<file path="src/rtl/sla_pkg.sv">
package sla_pkg;
  timeunit 1ns; timeprecision 100ps;

  // bits a data frame adds around the payload: two header bits, one stop bit
  localparam int unsigned FRAME_EXTRA = 3;
  localparam int unsigned ACK_LEN     = 2;

  typedef enum logic [1:0] {RX_IDLE, RX_FLAG, RX_DATA, RX_STOP} rx_state_e;
  typedef enum logic       {TX_IDLE, TX_SEND} tx_state_e;
endpackage

</file>
<file path="src/rtl/sla_sync.sv">
module sla_sync #(
  parameter int STAGES = 2
) (
  input  logic clk,
  input  logic rst,
  input  logic din,
  output logic dout
);
  timeunit 1ns; timeprecision 100ps;

  logic [STAGES-1:0] chain;

  generate
    for (genvar i = 0; i < STAGES; i++) begin : g_stage
      if (i == 0) begin : g_first
        always_ff @(posedge clk) begin
          if (rst) chain[0] <= 1'b0;
          else     chain[0] <= din;
        end
      end else begin : g_next
        always_ff @(posedge clk) begin
          if (rst) chain[i] <= 1'b0;
          else     chain[i] <= chain[i-1];
        end
      end
    end
  endgenerate

  assign dout = chain[STAGES-1];
endmodule

</file>
<file path="src/rtl/sla_rx.sv">
module sla_rx
  import sla_pkg::*;
#(
  parameter int OVS = 4,
  parameter int DW  = 8
) (
  input  logic          clk,
  input  logic          rst,
  input  logic          line,
  output logic          hdr,
  output logic          done,
  output logic          err,
  output logic          ack_seen,
  output logic [DW-1:0] byte_q
);
  timeunit 1ns; timeprecision 100ps;

  localparam int CW = $clog2(OVS + OVS/2);
  localparam int BW = $clog2(DW);
  // the rise is seen one cycle after the synchronised line went high;
  // the counter puts the next sample in the middle of the second bit
  localparam int FIRST_WAIT = OVS + OVS/2 - 2;

  rx_state_e      st;
  logic [CW-1:0]  cnt;
  logic [BW-1:0]  idx;
  logic           prev;

  always_ff @(posedge clk) begin
    if (rst) begin
      st       <= RX_IDLE;
      cnt      <= '0;
      idx      <= '0;
      prev     <= 1'b0;
      hdr      <= 1'b0;
      done     <= 1'b0;
      err      <= 1'b0;
      ack_seen <= 1'b0;
      byte_q   <= '0;
    end else begin
      hdr      <= 1'b0;
      done     <= 1'b0;
      err      <= 1'b0;
      ack_seen <= 1'b0;
      prev     <= line;
      unique case (st)
        RX_IDLE: begin
          if (line && !prev) begin
            st  <= RX_FLAG;
            cnt <= CW'(FIRST_WAIT);
          end
        end
        RX_FLAG: begin
          if (cnt != '0) begin
            cnt <= cnt - 1'b1;
          end else if (line) begin
            st  <= RX_DATA;
            cnt <= CW'(OVS - 1);
            idx <= '0;
            hdr <= 1'b1;
          end else begin
            st       <= RX_IDLE;
            ack_seen <= 1'b1;
          end
        end
        RX_DATA: begin
          if (cnt != '0) begin
            cnt <= cnt - 1'b1;
          end else begin
            byte_q <= {line, byte_q[DW-1:1]};
            cnt    <= CW'(OVS - 1);
            if (idx == BW'(DW - 1)) st  <= RX_STOP;
            else                    idx <= idx + 1'b1;
          end
        end
        RX_STOP: begin
          if (cnt != '0) begin
            cnt <= cnt - 1'b1;
          end else begin
            st <= RX_IDLE;
            if (!line) done <= 1'b1;
            else       err  <= 1'b1;
          end
        end
        default: st <= RX_IDLE;
      endcase
    end
  end
endmodule

</file>
<file path="src/rtl/sla_rxbuf.sv">
module sla_rxbuf #(
  parameter int DW = 8
) (
  input  logic          clk,
  input  logic          rst,
  input  logic          hdr,
  input  logic          done,
  input  logic          err,
  input  logic [DW-1:0] byte_in,
  input  logic          take,
  output logic          full,
  output logic [DW-1:0] data,
  output logic          ack_req
);
  timeunit 1ns; timeprecision 100ps;

  logic          hold;
  logic [DW-1:0] hold_q;
  logic          owed;
  logic          free;

  assign free = !full || take;

  always_ff @(posedge clk) begin
    if (rst) begin
      full    <= 1'b0;
      data    <= '0;
      hold    <= 1'b0;
      hold_q  <= '0;
      owed    <= 1'b0;
      ack_req <= 1'b0;
    end else begin
      ack_req <= 1'b0;
      if (take && full) full <= 1'b0;
      // header: answer at once only if the byte is sure to find room
      if (hdr) begin
        if (!full) ack_req <= 1'b1;
        owed <= full;
      end
      if (done) begin
        if (free) begin
          data <= byte_in;
          full <= 1'b1;
          if (owed) begin
            ack_req <= 1'b1;
            owed    <= 1'b0;
          end
        end else begin
          hold   <= 1'b1;
          hold_q <= byte_in;
        end
      end
      // a discarded frame still settles its debt so the link keeps moving
      if (err && owed) begin
        ack_req <= 1'b1;
        owed    <= 1'b0;
      end
      if (hold && free) begin
        data <= hold_q;
        full <= 1'b1;
        hold <= 1'b0;
        if (owed) begin
          ack_req <= 1'b1;
          owed    <= 1'b0;
        end
      end
    end
  end
endmodule

</file>
<file path="src/rtl/sla_tx.sv">
module sla_tx
  import sla_pkg::*;
#(
  parameter int OVS = 4,
  parameter int DW  = 8
) (
  input  logic          clk,
  input  logic          rst,
  input  logic          ack_req,
  input  logic          ack_seen,
  input  logic          load,
  input  logic [DW-1:0] din,
  output logic          line,
  output logic          slot_free,
  output logic          credit,
  output logic          ack_pend
);
  timeunit 1ns; timeprecision 100ps;

  localparam int FL = DW + FRAME_EXTRA;
  localparam int LW = $clog2(FL);
  localparam int CW = $clog2(OVS);

  tx_state_e      st;
  logic [FL-1:0]  sh;
  logic [LW-1:0]  left;
  logic [CW-1:0]  cnt;
  logic           last;
  logic           start_ack;
  logic           start_dat;

  assign last      = (st == TX_SEND) && (cnt == '0) && (left == '0);
  assign slot_free = (st == TX_IDLE) || last;
  assign start_ack = slot_free && ack_pend;
  assign start_dat = slot_free && !ack_pend && load;

  always_ff @(posedge clk) begin
    if (rst) begin
      st       <= TX_IDLE;
      sh       <= '0;
      left     <= '0;
      cnt      <= '0;
      line     <= 1'b0;
      credit   <= 1'b1;
      ack_pend <= 1'b0;
    end else begin
      if (ack_req)        ack_pend <= 1'b1;
      else if (start_ack) ack_pend <= 1'b0;

      if (ack_seen)       credit <= 1'b1;
      else if (start_dat) credit <= 1'b0;

      if (start_ack) begin
        line <= 1'b1;
        sh   <= '0;
        left <= LW'(ACK_LEN - 1);
        cnt  <= CW'(OVS - 1);
        st   <= TX_SEND;
      end else if (start_dat) begin
        line <= 1'b1;
        sh   <= FL'({1'b0, din, 1'b1});
        left <= LW'(FL - 1);
        cnt  <= CW'(OVS - 1);
        st   <= TX_SEND;
      end else if (st == TX_SEND) begin
        if (cnt != '0) begin
          cnt <= cnt - 1'b1;
        end else if (left != '0) begin
          line <= sh[0];
          sh   <= sh >> 1;
          left <= left - 1'b1;
          cnt  <= CW'(OVS - 1);
        end else begin
          line <= 1'b0;
          st   <= TX_IDLE;
        end
      end
    end
  end
endmodule

</file>
<file path="src/rtl/serial_link_adaptor.sv">
module serial_link_adaptor
  import sla_pkg::*;
#(
  parameter int OVS  = 4,
  parameter int DW   = 8,
  parameter int SYNC = 2
) (
  input  logic          clk,
  input  logic          rst,
  input  logic          link_in,
  output logic          link_out,
  input  logic          bidir_mode,
  input  logic          dir_out,
  input  logic [DW-1:0] wr_data,
  input  logic          wr_valid,
  output logic          wr_ready,
  output logic [DW-1:0] rd_data,
  output logic          rd_valid,
  input  logic          rd_take,
  input  logic [DW-1:0] pad_i,
  output logic [DW-1:0] pad_o,
  output logic          pad_oe,
  output logic          frame_err
);
  timeunit 1ns; timeprecision 100ps;

  logic          line_s;
  logic          rx_hdr, rx_done, rx_err, ack_seen;
  logic [DW-1:0] rx_byte;
  logic          buf_full, ack_req, take;
  logic [DW-1:0] buf_data;
  logic          slot_free, credit, ack_pend;
  logic          accept;
  logic [DW-1:0] tx_byte;
  logic          wr_side_ok, rd_side_ok;

  sla_sync #(.STAGES(SYNC)) u_sync (
    .clk(clk), .rst(rst), .din(link_in), .dout(line_s)
  );

  sla_rx #(.OVS(OVS), .DW(DW)) u_rx (
    .clk(clk), .rst(rst), .line(line_s),
    .hdr(rx_hdr), .done(rx_done), .err(rx_err),
    .ack_seen(ack_seen), .byte_q(rx_byte)
  );

  sla_rxbuf #(.DW(DW)) u_buf (
    .clk(clk), .rst(rst), .hdr(rx_hdr), .done(rx_done), .err(rx_err),
    .byte_in(rx_byte), .take(take),
    .full(buf_full), .data(buf_data), .ack_req(ack_req)
  );

  sla_tx #(.OVS(OVS), .DW(DW)) u_tx (
    .clk(clk), .rst(rst), .ack_req(ack_req), .ack_seen(ack_seen),
    .load(accept), .din(tx_byte), .line(link_out),
    .slot_free(slot_free), .credit(credit), .ack_pend(ack_pend)
  );

  // port mode steering
  assign wr_side_ok = !bidir_mode || !dir_out;
  assign rd_side_ok = !bidir_mode || dir_out;

  assign wr_ready  = slot_free && credit && !ack_pend && wr_side_ok;
  assign accept    = wr_valid && wr_ready;
  assign tx_byte   = bidir_mode ? pad_i : wr_data;

  assign rd_valid  = buf_full && rd_side_ok;
  assign take      = rd_take && rd_valid;
  assign rd_data   = buf_data;
  assign pad_o     = bidir_mode ? buf_data : '0;
  assign pad_oe    = bidir_mode && dir_out;
  assign frame_err = rx_err;
endmodule

</file>
<file path="config.mk">
export PLATFORM = sky130hd
export DESIGN_NAME = serial_link_adaptor
export DESIGN_NICKNAME = d
export VERILOG_FILES = /design/src/rtl/sla_pkg.sv /design/src/rtl/sla_sync.sv /design/src/rtl/sla_rx.sv /design/src/rtl/sla_rxbuf.sv /design/src/rtl/sla_tx.sv /design/src/rtl/serial_link_adaptor.sv
export SDC_FILE = /design/constraint.sdc
export NUM_CORES = 1
export LEC_CHECK = 0
export BUFFER_PORTS_ARGS = -buffer_cell sky130_fd_sc_hd__buf_2
export CORE_MARGIN = 2
export CORE_UTILIZATION = 35
export DETAILED_ROUTE_END_ITERATION = 10
export GPL_ROUTABILITY_DRIVEN = 0
export GPL_TIMING_DRIVEN = 0
export PLACE_DENSITY = 0.58
export SETUP_SLACK_MARGIN = 0.2
export SYNTH_ARGS = -nofsm -noshare
export SYNTH_HDL_FRONTEND = slang
export SYNTH_SLANG_ARGS = --single-unit
</file>
<file path="constraint.sdc">
create_clock -name clk -period 1.9 [get_ports clk]
set_input_delay 0.285 -clock clk [delete_from_list [all_inputs] [get_ports clk]]
set_output_delay 0.285 -clock clk [all_outputs]
set_load 0.01 [all_outputs]
</file>
==> flow_results.org, run 1 <==
** Detailed routing
- Using the TritonRoute via totals, the vias-per-cell ratio works out to between 5 and 6.
- In the routed design, unresolved DRC markers number 0.
- Dividing the detail-routed wire length by the instance count gives between 10 and 15 µm.
- Detailed routing inserted a total of 2618 vias.
- DRT iter0 DRCs :: 84
- For this run, the detailed router's first-pass iteration total came to 4.
- For this block, the routed nets add up to 7.26 mm of wire.
- Final antenna-violating net count :: 0

** Worst setup path
- Kind of capture point of the worst setup path :: output pin
- Critical path required time :: 1.62 ns
- Data arrival time of the worst path :: approximately 1.6 ns
- The worst setup path is of the flip-flop to output pin kind.
- Critical Path Source Type :: flip-flop
- Critical path fanouts, max :: 6

** Placement
- Number of buffers inserted by port buffering :: 43
- Summed over all nets, the half-perimeter wirelength after detailed placement is 4.95 mm.
- After detailed placement, the design holds a cell count of 483.

** Clock network
- TritonCTS buffer count :: 9
- The H-tree generated during clock tree synthesis spans 3 levels.
- Counting every sink on the clock net gives 62.
- The clock passes through at most 2 buffers.
- Hold repair after CTS inserted 0 buffers.
- Cell at the root of the clock tree :: sky130_fd_sc_hd__clkbuf_8
- Clock latency on the worst-skew pair, taken at its later pin, is 0.33 ns.
- CTS tree :: done
- After clock tree synthesis, the clock-pin slew on the worst setup and hold paths is ~0.07 ns.

** Logic synthesis
- Number of storage elements in the synthesis netlist :: 62
- For this run, the leading register cell type out of synthesis is sky130_fd_sc_hd__dfxtp_1.
- Register area share after synthesis :: a little over two fifths
- Yosys printed 0 warnings.
- Fraction of registers with async set or reset after synthesis :: 0%
- Distinct cell type count after synthesis :: 49
- The largest total area in the synthesized netlist belongs to sky130_fd_sc_hd__dfxtp_1.
- Ranking of synthesized cells by area :: sky130_fd_sc_hd__dfxtp_1 (42%), sky130_fd_sc_hd__mux2i_1 (8.1%), sky130_fd_sc_hd__nor2_1 (5.0%)
- Area of the mapped netlist :: 0.00298 mm²
- The synthesized design contains 0 enable-type register cells.
- Top-area cell type share of the netlist area :: 41.7%
- Post-Synthesis Mean Instance Area :: 8.89 µm²
- Number of standard cells after synthesis :: 335
- The number of nets in the synthesized netlist is between 300 and 400.

** Timing
- The clock arrives with 0.00678 ns of skew.
- For this run, the top clock speed supported by timing is 534 MHz.
- Hold Worst Slack :: between 0.15 and 0.2 ns
- Setup violations remaining at the end of the flow were counted as 0.
- Setup repair after global routing could not meet its margin everywhere.
- Measured against its own limit, the worst slew margin works out to 53.8%.
- Worst slew pin tran :: 0.691 ns
- The final hold violation count was 0.
- Final sum of negative setup slack :: 0 ns
- Min Clock Period, post-route :: 1.87 ns
- The max-slew violation count is 0.
- Tcrit/Tclk final :: 98.5%

** GRT
- Wire length of the first global-routing pass :: between 10 and 15 mm
- The via count of the first global-routing pass was approximately 2500.
- Initial antenna violation count :: 0
- Tot GR Track Use :: approximately 16%
- Aggregate global routing overflow :: 0
- Pin count of the biggest net entering global routing :: 11

** Die
- Floorplan die width :: 96.2 µm
- During I/O placement, the number of pins put on the boundary was 44.
- Starting utilization of the core area :: between 30% and 40%
- After floorplanning, the core was sized to cover approximately 0.0082 mm².
- Row generation in the floorplan step produced 33 rows.
- Total die area :: 0.00926 mm²
- Die Span Y :: 96.2 µm

** Cells and area
- Filler-free cell count of the finished design :: 520
- Leading cell type in the layout, fill and taps excluded :: sky130_fd_sc_hd__dfxtp_1
- The repair_antennas step left the layout with diodes totalling 0.
- Commonest cells after routing, fill and taps aside :: sky130_fd_sc_hd__dfxtp_1 (54), sky130_fd_sc_hd__buf_2 (45), sky130_fd_sc_hd__nor2_1 (38)
- Share of layout cells above drive strength 1 :: about a third
- Post-layout net count :: 443
- Relative to the synthesized area, the layout overhead comes to 33.3%.
- Cells fill 48.3% of the core in the end.
- The layout has 782 filler cells.

** Power
- Total power of the final layout :: 3240 µW
- P_leak :: 0.00165 µW
- VDD sags by at most 453 µV.
- For this design the ratio of total power to cell area is a little over 800 mW/mm².

** Status
- Run status :: completed

** Run
- Across the run, the number of max-cap violations was 0.

** Hold path
- Worst hold path class :: input pin to flip-flop
==> flip-flops by register name (all words and copies together) (netlist names), 2 cells and up, named ones only <==
| register | cells |
|---|---|
| u_buf.data | 8 |
| u_buf.hold_q | 8 |
| u_rx.byte_q | 8 |
| u_rx.cnt | 3 |
| u_rx.idx | 3 |
| u_tx.cnt | 2 |
| u_tx.left | 4 |
| u_tx.sh | 9 |
==> power by group <==
part	leakage [µW]	internal (µW)	total, µW	switching [µW]
clock	0.0000904	603	1090	490
sequential	0.000507	1370	1420	52.0
combinational	0.00105	355	726	370
total	0.00165	2330	3240	913
==> cell type report <==
| type | instances | area (µm²) | area share (%) |
|---|---|---|---|
| multi-input cells | 235 | 1830 | 46.0 |
| flip-flops and latches | 62 | 1250 | 31.6 |
| repair buffers | 64 | 399 | 10.1 |
| clock buffers | 12 | 135 | 3.40 |
| well taps | 105 | 131 | 3.31 |
| plain buffers | 16 | 93.8 | 2.36 |
| inverters | 22 | 82.6 | 2.08 |
| clock inverters | 4 | 47.5 | 1.20 |
==> path summary, 6_finish.rpt <==
check,startpoint,to,slack [ns],cells after the start
hold reg to reg,u_rx.ack_seen$_SDFF_PP0_,u_tx.credit$_SDFFE_PP1P_,0.42,1
setup / recovery,u_tx.left[0]$_SDFFE_PP0P_,wr_ready,0.03,7
hold / removal,link_in,u_sync.chain[0]$_SDFF_PP0_,0.17,2
setup reg to reg,u_tx.left[0]$_SDFFE_PP0P_,u_tx.sh[2]$_SDFFE_PP0P_,0.06,9
==> worst max-delay path, cell delays in order (launching register included) <==
cell	delay (ns)
sky130_fd_sc_hd__dfxtp_2	0.35
sky130_fd_sc_hd__inv_2	0.05
sky130_fd_sc_hd__ha_4	0.15
sky130_fd_sc_hd__and4bb_2	0.23
sky130_fd_sc_hd__o21ai_2	0.17
sky130_fd_sc_hd__buf_6	0.16
sky130_fd_sc_hd__nor2_4	0.03
sky130_fd_sc_hd__buf_6	0.11
==> synthesized netlist by cell type, drive strengths merged, types with 9 or more instances <==
cell     n
inv     22
clkbuf   9
ha      10
nand2   15
nor2    41
a211oi   9
o21a     9
a21oi   26
o21ai   10
and2    10
dfxtp   62
nor2b   14
nor3     9
mux2i   24
==> what timing repair did <==
item	4_1_cts	5_1_grt
pin swaps	7	15
endpoints found under the setup margin	26	23
cloned	0	1
gates resized for setup	34	44
setup buffers	11	9
==> through the flow <==
stage	instance area [µm²]	setup WS, ns
after floorplan	2980	0.241
after global placement	3320	-0.0429
after detailed placement	3320	-0.108
after CTS	3710	0.0109
after global routing	3970	-0.0206
final	3970	0.0290
==> routing by layer <==
layer | track usage [%] | vias up | routed length, µm
met1 | 18.9 | 1236 | 3310
met3 | 3.05 | 10 | 288
met4 | 6.79 | 0 | 119
li1 | - | 1325 | -
met2 | 27.0 | 47 | 3540
met5 | 0 | - | 0
==> logic make-up after synthesis <==
logic type | synth area share (%)
simple gates | 20.1
mux | 8.07
fa+ha+maj | 4.20
xor+xnor | 0.588
compound gates | 20.2
buf+inv | 5.13
flops | 41.7
No activity file was read; power rests on OpenSTA's default activity.
==> inputs of run 2 (changes only) <==
Settings changed: CELL_PAD_IN_SITES_DETAIL_PLACEMENT from default to 1, CELL_PAD_IN_SITES_GLOBAL_PLACEMENT from default to 2, CORE_UTILIZATION 35 to 34, PLACE_DENSITY 0.58 to 0.83.
==> run 2 against run 1 <==
  * Via count is 0.23% lower
  * Worst hold slack worse by 0.0024 ns
  * Wire length increased by 9.5%
  * Power grew 5.0%
  * Clock skew decreased by 0.0037 ns
  * Critical path type unchanged
  * Largest cell class unchanged
  * Largest power group unchanged
==> flow_results.org, run 2 (synthesis results as in run 1) <==
** Status
- The flow ran to the end, and the final reports show no timing, DRC or antenna violations.

** Worst setup path
- The worst register-to-register path ends at u_tx.cnt[1]$_SDFFE_PP0P_.
- The critical path data arrival time came to 1.57 ns (-0.02 ns).
- The setup path with the least slack is of type flip-flop to output pin.
- Critical path fanouts, max :: 4 (-2)
- The internal reg-to-reg setup slack was 0.12 ns (+0.06 ns).
- STA classifies the critical path startpoint as a flip-flop.
- The number of cells on the worst reg-to-reg path was 8 (-1).
- Tracing the worst setup path back leads to its startpoint at u_tx.cnt[0]$_SDFFE_PP0P_.
- The data required time of the critical path came to 1.62 ns (about the same).
- Kind of capture point of the worst setup path :: output pin
- Worst reg2reg startpoint :: u_tx.cnt[0]$_SDFFE_PP0P_

** Timing
- The max-slew headroom at the worst pin is 60.0% (+6.2 points).
- Count of endpoints failing setup in the final report :: 0 (unchanged)
- The actual slew at the worst max-slew pin is 0.600 ns (-0.0910 ns).
- Clock Skews :: 0.00313 ns (-0.00366 ns)
- The final hold violation count came to 0 (unchanged).
- Hold Worst Slack :: 0.165 ns (-0.00236 ns)
- Setup repair after global routing could not meet its margin everywhere.
- The minimum clock period after layout came to 1.85 ns (-0.0201 ns).
- The share of the clock period used by the worst path after layout came to 97.4% (-1.1 points).
- The max-slew violation count is 0 (unchanged).
- Final sum of negative setup slack :: 0 ns (unchanged)
- Fin worst setup slack :: 0.0491 ns (+0.0201 ns)
- Fmax :: 540 MHz (+1.1%)

** Cells and area
- The final instance area was 0.00396 mm² (-0.25%).
- The number of nets in the layout is 437 (-1.4%).
- Ranked by flip-flop count, first place goes to u_tx.sh.
- In the layout the commonest cells are sky130_fd_sc_hd__dfxtp_1 (55), sky130_fd_sc_hd__buf_2 (46), sky130_fd_sc_hd__nor2_1 (38).
- The library cell used most frequently in the layout, excluding fill and tap cells, is sky130_fd_sc_hd__dfxtp_1.
- Largest register FFs :: 9 (unchanged)
- The diode insertion count for antenna repair came to 0 (unchanged).
- Filler-free cell count of the finished design :: 517 (-0.58%)
- Area overhead of the layout relative to synthesis :: 33.0%
- Number of filler instances in the final layout :: 1018 (+30%)
- The share of final-layout standard cells stronger than drive strength 1 was 31.3% (-2.4 points).

** Placement
- The instance count after placement with tap cells included is 486 (+0.62%).
- The sum of net half-perimeters after detailed placement is 5.50 mm (+11%).
- The minimum setup slack after placement was -0.0318 ns (+0.0767 ns).
- The count of input and output buffers came to 43 (unchanged).
- The placed cell area came to 0.00333 mm² (+0.11%).

** Die
- The number of placement rows came to 34 (+3.0%).
- Top-level port count :: 44 (unchanged)
- Die Span Y :: 97.6 µm (+1.4%)
- Floorplan die width :: 97.6 µm (+1.4%)
- The initial core utilization came to 34.7% (-1.6 points).
- Core Box Area :: 0.00859 mm² (+4.6%)
- Total die area :: 0.00952 mm² (+2.8%)

** Detailed routing
- DRC errors left :: 0 (unchanged)
- Final antenna-violating net count :: 0 (unchanged)
- First-pass DRT Iterations :: 4 (unchanged)
- The total number of vias is 2612 (-0.23%).
- The detail-routed via count per cell came to 5.05 (+0.35%).
- The total wire length after detailed routing is 7.95 mm (+9.5%).
- The violation count after the first detailed-routing iteration was 67 (-20%).
- The post-detailed-route wirelength per cell is 15.4 µm (+10%).

** GRT
- Initial antenna violation count :: 0 (unchanged)
- The total global-route track usage is 16.6% (+0.95 points).
- Wire length of the first global-routing pass :: 13.1 mm (+17%)
- Vias in the first global route :: 2777 (+12%)
- The largest net degree at the start of global routing was 11 (unchanged).
- The sum of overflow across all layers after global routing came to 0 (unchanged).

** Clock network
- The post-CTS clock slew at the launch and capture registers of the worst setup and hold paths was 0.06 ns (about the same).
- Cell at the root of the clock tree :: sky130_fd_sc_hd__clkbuf_8
- Clock latency reported for the late side of the worst-skew pair :: 0.33 ns (about the same)
- TritonCTS built the clock tree.
- Maximum buffer depth of the clock tree :: 2 (unchanged)
- The count of H-tree levels built during CTS came to 3 (unchanged).
- TritonCTS buffer count :: 9 (unchanged)
- The count of clock tree sinks came to 62 (unchanged).

** Run
- The number of max-cap violations was 0 (unchanged).

** Power
- Largest vdd supply drop :: 407 µV (-10%)
- The leakage power is 0.00164 µW (-0.95%).
- The total power density per cell area was 859 mW/mm² (+5.3%).

** Hold path
- Worst min-delay path startpoint :: link_in
- For hold timing, the worst endpoint is u_sync.chain[0]$_SDFF_PP0_.
- The number of cells traversed by the worst hold path came to 2 (unchanged).
- Worst hold path class :: input pin to flip-flop
==> run 2: stage by stage <==
step	utilization (%)	power [µW]
6_report	46.1	3400
5_1_grt	46.1	3570
3_5_place_dp	38.7	1910
3_3_place_gp	38.7	1890
4_1_cts	44.1	3330
2_1_floorplan	-	1770
==> run 2: repair_timing <==
action                                  CTS  global route
endpoints found under the setup margin   27            31
cloned                                    0             2
gates resized for setup                  45            27
setup buffers                             8             5
hold buffers                              0             0
pin swaps                                 8             8
==> run 2: final cells by class <==
cell class,count,area (µm²),area share (%)
Multi-Input combinational cell,236,1840,46.4
Sequential cell,62,1250,31.6
Timing Repair Buffer,57,340,8.59
Clock buffer,12,145,3.67
Tap cell,108,135,3.41
Buffer,16,95.1,2.40
Inverter,22,85.1,2.15
Clock inverter,4,70.1,1.77
==> run 2: worst max-delay path by stage <==
stage	end	slack (ns)	depth (start not counted)
global placement	u_tx.sh[1]$_SDFFE_PP0P_	0.04	7
global route	wr_ready	-0.005	7
floorplan	u_rx.idx[0]$_SDFFE_PP0P_	0.24	7
finish	wr_ready	0.05	7
detailed placement	u_rx.idx[0]$_SDFFE_PP0P_	-0.03	7
CTS	wr_ready	0.009	7
==> run 2: critical path, stage by stage (launching register included) <==
cell and delay, ns:
sky130_fd_sc_hd__dfxtp_2 0.34, sky130_fd_sc_hd__inv_4 0.04, sky130_fd_sc_hd__ha_4 0.16, sky130_fd_sc_hd__and4bb_2 0.25, sky130_fd_sc_hd__o21ai_4 0.17, sky130_fd_sc_hd__buf_6 0.13
sky130_fd_sc_hd__nor2_2 0.02, sky130_fd_sc_hd__buf_2 0.13
==> run 2: power breakdown <==
| part | internal, µW | switching [µW] | total, µW |
|---|---|---|---|
| clock network | 771 | 502 | 1270 |
| logic | 338 | 370 | 708 |
| registers | 1370 | 51.4 | 1420 |
==> run 2: metal layers <==
layer | GRT usage, % | vias to the layer above | wire length (µm)
met1 | 20.7 | 1250 | 3670
li1 | - | 1318 | -
met5 | 0 | - | 0
met4 | 6.09 | 0 | 115
met2 | 29.2 | 34 | 3970
met3 | 2.23 | 10 | 187
